===== src/rtl/dac_lane_merger.sv =====
module dac_lane_merger #(
  parameter int W = 12,
  parameter int MAX_SKEW = 3
) (
  input  logic             clk,
  input  logic             rst_n,
  input  logic [1:0]       mode,
  input  logic [4*W-1:0]   bus_rise,
  input  logic [4*W-1:0]   bus_fall,
  input  logic [3:0]       bus_stb,
  output logic [8*W-1:0]   cha_data,
  output logic [4*W-1:0]   chb_data,
  output logic             out_valid,
  output logic             align_err
);
  localparam int AW = $clog2(MAX_SKEW + 2);
  localparam int DW = $clog2(MAX_SKEW + 1);

  logic [1:0]     mode_q;
  logic [3:0]     seen;
  logic           locked;
  logic [AW-1:0]  age  [4];
  logic [DW-1:0]  dly  [4];
  logic [2*W-1:0] hist [4][MAX_SKEW];
  logic [W-1:0]   rs [4];
  logic [W-1:0]   fs [4];
  logic [8*W-1:0] cha_n;
  logic [4*W-1:0] chb_n;
  logic [3:0]     act, seen_n;
  logic           all_in, too_far, vn;

  assign act    = (mode == 2'd1) ? 4'b0011 : (mode == 2'd3) ? 4'b0000 : 4'b1111;
  assign seen_n = seen | (bus_stb & act);
  assign all_in = (act != 4'b0) && ((seen_n & act) == act);
  assign vn     = locked && (mode == mode_q);

  always_comb begin
    too_far = 1'b0;
    for (int b = 0; b < 4; b++) begin
      if (act[b] && seen[b] && age[b] > AW'(MAX_SKEW)) too_far = 1'b1;
    end
  end

  always_comb begin
    for (int b = 0; b < 4; b++) begin
      if (dly[b] == '0) begin
        rs[b] = bus_rise[b*W +: W];
        fs[b] = bus_fall[b*W +: W];
      end else begin
        rs[b] = hist[b][dly[b] - DW'(1)][W-1:0];
        fs[b] = hist[b][dly[b] - DW'(1)][2*W-1:W];
      end
    end
  end

  always_comb begin
    cha_n = '0;
    chb_n = '0;
    case (mode)
      2'd0: begin
        cha_n[4*W-1:0] = {fs[1], fs[0], rs[1], rs[0]};
        chb_n          = {fs[3], fs[2], rs[3], rs[2]};
      end
      2'd1: begin
        cha_n[2*W-1:0] = {fs[0], rs[0]};
        chb_n[2*W-1:0] = {fs[1], rs[1]};
      end
      2'd2: cha_n = {fs[3], fs[2], fs[1], fs[0], rs[3], rs[2], rs[1], rs[0]};
      default: ;
    endcase
  end

  always_ff @(posedge clk) begin
    if (!rst_n) begin
      mode_q    <= mode;
      seen      <= '0;
      locked    <= 1'b0;
      align_err <= 1'b0;
      out_valid <= 1'b0;
      cha_data  <= '0;
      chb_data  <= '0;
      for (int b = 0; b < 4; b++) begin
        age[b] <= '0;
        dly[b] <= '0;
        for (int k = 0; k < MAX_SKEW; k++) hist[b][k] <= '0;
      end
    end else begin
      out_valid <= vn;
      cha_data  <= vn ? cha_n : '0;
      chb_data  <= vn ? chb_n : '0;
      for (int b = 0; b < 4; b++) begin
        for (int k = MAX_SKEW - 1; k > 0; k--) hist[b][k] <= hist[b][k-1];
        hist[b][0] <= {bus_fall[b*W +: W], bus_rise[b*W +: W]};
      end
      if (mode != mode_q) begin
        mode_q <= mode;
        seen   <= '0;
        locked <= 1'b0;
        for (int b = 0; b < 4; b++) begin
          age[b] <= '0;
          dly[b] <= '0;
        end
      end else if (!locked && !align_err) begin
        seen <= seen_n;
        for (int b = 0; b < 4; b++) begin
          if (bus_stb[b] && act[b] && !seen[b]) age[b] <= AW'(1);
          else if (seen[b] && age[b] <= AW'(MAX_SKEW)) age[b] <= age[b] + AW'(1);
        end
        if (all_in) begin
          if (too_far) align_err <= 1'b1;
          else begin
            locked <= 1'b1;
            for (int b = 0; b < 4; b++) dly[b] <= seen[b] ? DW'(age[b]) : '0;
          end
        end
      end
    end
  end
endmodule



===== config.mk =====
export PLATFORM = sky130hd
export DESIGN_NAME = dac_lane_merger
export DESIGN_NICKNAME = d
export VERILOG_FILES = /design/src/rtl/dac_lane_merger.sv
export SDC_FILE = /design/constraint.sdc
export NUM_CORES = 1
export LEC_CHECK = 0
export ABC_CLOCK_PERIOD_IN_PS = 2700
export BUFFER_PORTS_ARGS = -buffer_cell sky130_fd_sc_hd__buf_2
export CAP_MARGIN = 20
export CORE_ASPECT_RATIO = 1.75
export CORE_MARGIN = 2
export CORE_UTILIZATION = 56
export CTS_CLUSTER_SIZE = 8
export DETAILED_ROUTE_END_ITERATION = 7
export HOLD_SLACK_MARGIN = 0.03
export PLACE_DENSITY = 0.79
export SYNTH_ARGS = -nofsm -noshare
export SYNTH_HDL_FRONTEND = slang
export SYNTH_SLANG_ARGS = --single-unit

===== constraint.sdc =====
create_clock -name clk -period 2.7 [get_ports clk]
set_input_delay 0.135 -clock clk [delete_from_list [all_inputs] [get_ports clk]]
set_output_delay 0.135 -clock clk [all_outputs]
set_load 0.01 [all_outputs]

==> out/qor.txt <==
Peak VDD IR = 0.000611 V
Hold path depth = 3
Post-DR vias/cell = 5.38
# setup viols final = 0
Critical path's largest stage delay = 0.40 ns
WS Path Type = reg2reg
Slowest-stage cell, CP = o21a_1
HPWL after detailed placement = 26200 um
Hold Path Class = in2reg
Inserted Clock Buffers = 67
Most common cell after layout, fill and taps aside = dfxtp_1
Net Sw Power = 3.59 mW
Worst slew margin = 0.338
Mapped Nets = 1608
RePlAce Congestion = 0.880
First-pass GRT wire length = 65300 um
# resized after CTS = 0
Layout cell share with drive strength beyond 1 = 0.232
Initial Util = 0.566
FP Rows = 82
Initial antenna violation count = 1
Worst slew pin tran = 0.993 ns
Antenna-violating nets left = 0
Clock power frac = 0.461
Count of port buffers added during placement = 249
Vias in the first global route = 12800
R2R Setup Slk = 0.36 ns
Max Clk Rate = 428 MHz
Fin area = 20600 um^2
Clk pin slew, worst setup/hold paths = 0.05 ns
DR vias = 12000
FF-to-FF Start = age[1][0]
Primary FF master, synth = dfxtp_1
EDFF count, synth = 17
Mapped Cells = 1492
Drt first pass iters = 7
Share of synthesized registers carrying an async set or reset = 0
Worst-path cell chain = ha_1 -> ha_1 -> nand2b_1 -> o32ai_1 -> a2111oi_2 -> o21a_1 -> nand2b_1
Logic pwr share = 0.082
Arrival @ worst endpoint = 2.60 ns
H-tree Lvls = 3
Max Cap Viol = 0
Dpl cell area = 17700 um^2
Crit end category = flip-flop
Power share of the sequential group = 0.457
Critical Path Source Type = flip-flop
Largest net degree at the start of global routing = 289
Total gr overflow = 0
Crit-path max FO = 11
Worst r2r dst = dly[0][1]
Root Driver = clkbuf_16
DRT Wirelength = 41900 um
Mapped Area = 16100 um^2
Core Box Area = 28500 um^2
Minimum clock period = 2.34 ns
I/O pins = 250
Post-synthesis sequential area ratio = 0.582
Post-CTS Setup Repair Bufs = 0
Die width = 132 um
Internal power = 12.1 mW
Status = completed
RSZ-0062 raised after global routing = false
Switching share of power = 0.229
Die ar. = 30200 um^2
Setup TNS = 0 ns
Worst skew pair latency = 0.58 ns
First DRT Iteration DRCs = 601
# fillers = 1993
Layout Nets = 1961
Clk_skew = 0.0203 ns
Synth Area per Inst = 10.8 um^2
Max-slew violation count = 0
Most frequent cells in the layout = 444 x dfxtp_1, 288 x and2_1, 248 x buf_2, 169 x nor2_1, 122 x mux2i_1
Drt drc = 0
P_leak = 9.00 nW
Critical path required time = 2.96 ns
Die Height = 229 um
Global Route Usage Sum = 0.273
Hold wc startpoint = bus_rise[7]
Yosys reg bits = 461
Hold-fix buffers, CTS = 103
WL/cell = 18.8 um
Power per cell area = 762 nW/um^2
Hold Path End = hist[0][55]
Clock buffer depth = 3
P&R area growth vs syn = 27.4%
Final Hold Fails = 0
CTS tree = yes
Synth unique cells = 43
Crit share post-route = 0.866
Reg2reg path depth = 7
Ys Warns = 0
Clk sinks = 461
[routing by layer]
layer / GRT usage / wire (um) / up-vias
met5: 0 / 0 / -
met4: 0.156 / 1840 / 0
met3: 0.0413 / 1780 / 113
met2: 0.507 / 22400 / 368
met1: 0.289 / 15900 / 5833
li1: - / - / 5715
[registers in the layout (all words and copies together), names as in the netlist]
signal     count
hist         288
locked         1
mode_q         2
dly            8
align_err      1
chb_data      48
out_valid      1
age           12
seen           4
cha_data      96
[metrics by stage]
stage                     hold slack, ns   util  setup slack (ns)  total power, mW  instances
final                              0.325  0.721             0.363             15.7       2234
after global routing               0.343  0.721             0.271             16.1       2234
after CTS                          0.295  0.720             0.315             15.7       2231
after detailed placement           0.361  0.622             0.371             8.43       2049
after global placement             0.357  0.622             0.442             8.39       2049
after floorplan                    0.234      -             0.357             8.04       1492
[synthesized netlist by cell type (all sizes together), types with 2 or more instances]
cell     count  area (um^2)
o22a        14          123
or2          2         12.5
clkbuf      61          230
a21oi       48          240
and2       288         1800
o21a         2         15.0
nand4        2         12.5
edfxtp      17          510
a22oi       34          255
nor3         8         40.0
ha          12          150
nor2b        5         31.3
nand3b       2         15.0
buf         40          198
o2bb2ai     59          517
nand2       20         75.1
nand3        4         20.0
mux2        60          676
o22ai       24          150
mux2i      122         1220
nor2       169          634
dfxtp      444         8890
inv         20         77.6
xnor2        2         32.5
nand2b       5         31.3
and3         7         43.8
a31oi        2         12.5
o21ai        9         45.0
[worst max path at each step]
stage	cells after the start	slack [ns]	startpoint	endpoint
after floorplan	10	0.36	dly[0][0]	cha_data[3]
after global placement	7	0.44	dly[0][0]	cha_data[18]
after detailed placement	7	0.37	dly[0][0]	cha_data[18]
after CTS	7	0.31	dly[0][0]	cha_data[18]
after global routing	7	0.27	age[1][0]	dly[0][0]
final	7	0.36	age[1][0]	dly[0][1]
[worst max-delay path, delay by kind of cell, from the launching register on]
kind	cells	cell delay [ns]
and+or+nand+nor	2	0.40
adders and majority gates	2	0.32
DFF	1	0.38
AOI/OAI and AO/OA	3	0.92
[cells by family after synthesis]
| logic type | share of synthesized area |
|---|---|
| simple gates | 0.169 |
| flops | 0.582 |
| compound gates | 0.0881 |
| mux | 0.118 |
| buf+inv | 0.0315 |
| fa+ha+maj | 0.00930 |
| xor+xnor | 0.00202 |
[power groups by stage]
stage / Combinational [mW] / Clock, mW / Sequential (mW)
final: 1.29 / 7.21 / 7.16
after global routing: 1.38 / 7.58 / 7.17
after floorplan: 0.782 / 0 / 7.25
after detailed placement: 1.14 / 0 / 7.29
after CTS: 1.27 / 7.30 / 7.16
after global placement: 1.11 / 0 / 7.27
[layout make-up]
class | instances | area (um^2) | area share
repair buffers | 385 | 2600 | 0.126
multi-input cells | 909 | 6250 | 0.304
well taps | 378 | 473 | 0.0230
flip-flops and latches | 461 | 9400 | 0.457
inverters | 21 | 81.3 | 0.00395
clock inverters | 7 | 68.8 | 0.00335
clock buffers | 72 | 1700 | 0.0824
diodes | 1 | 2.50 | 0.000122
Power figures use the tool's default switching activity.
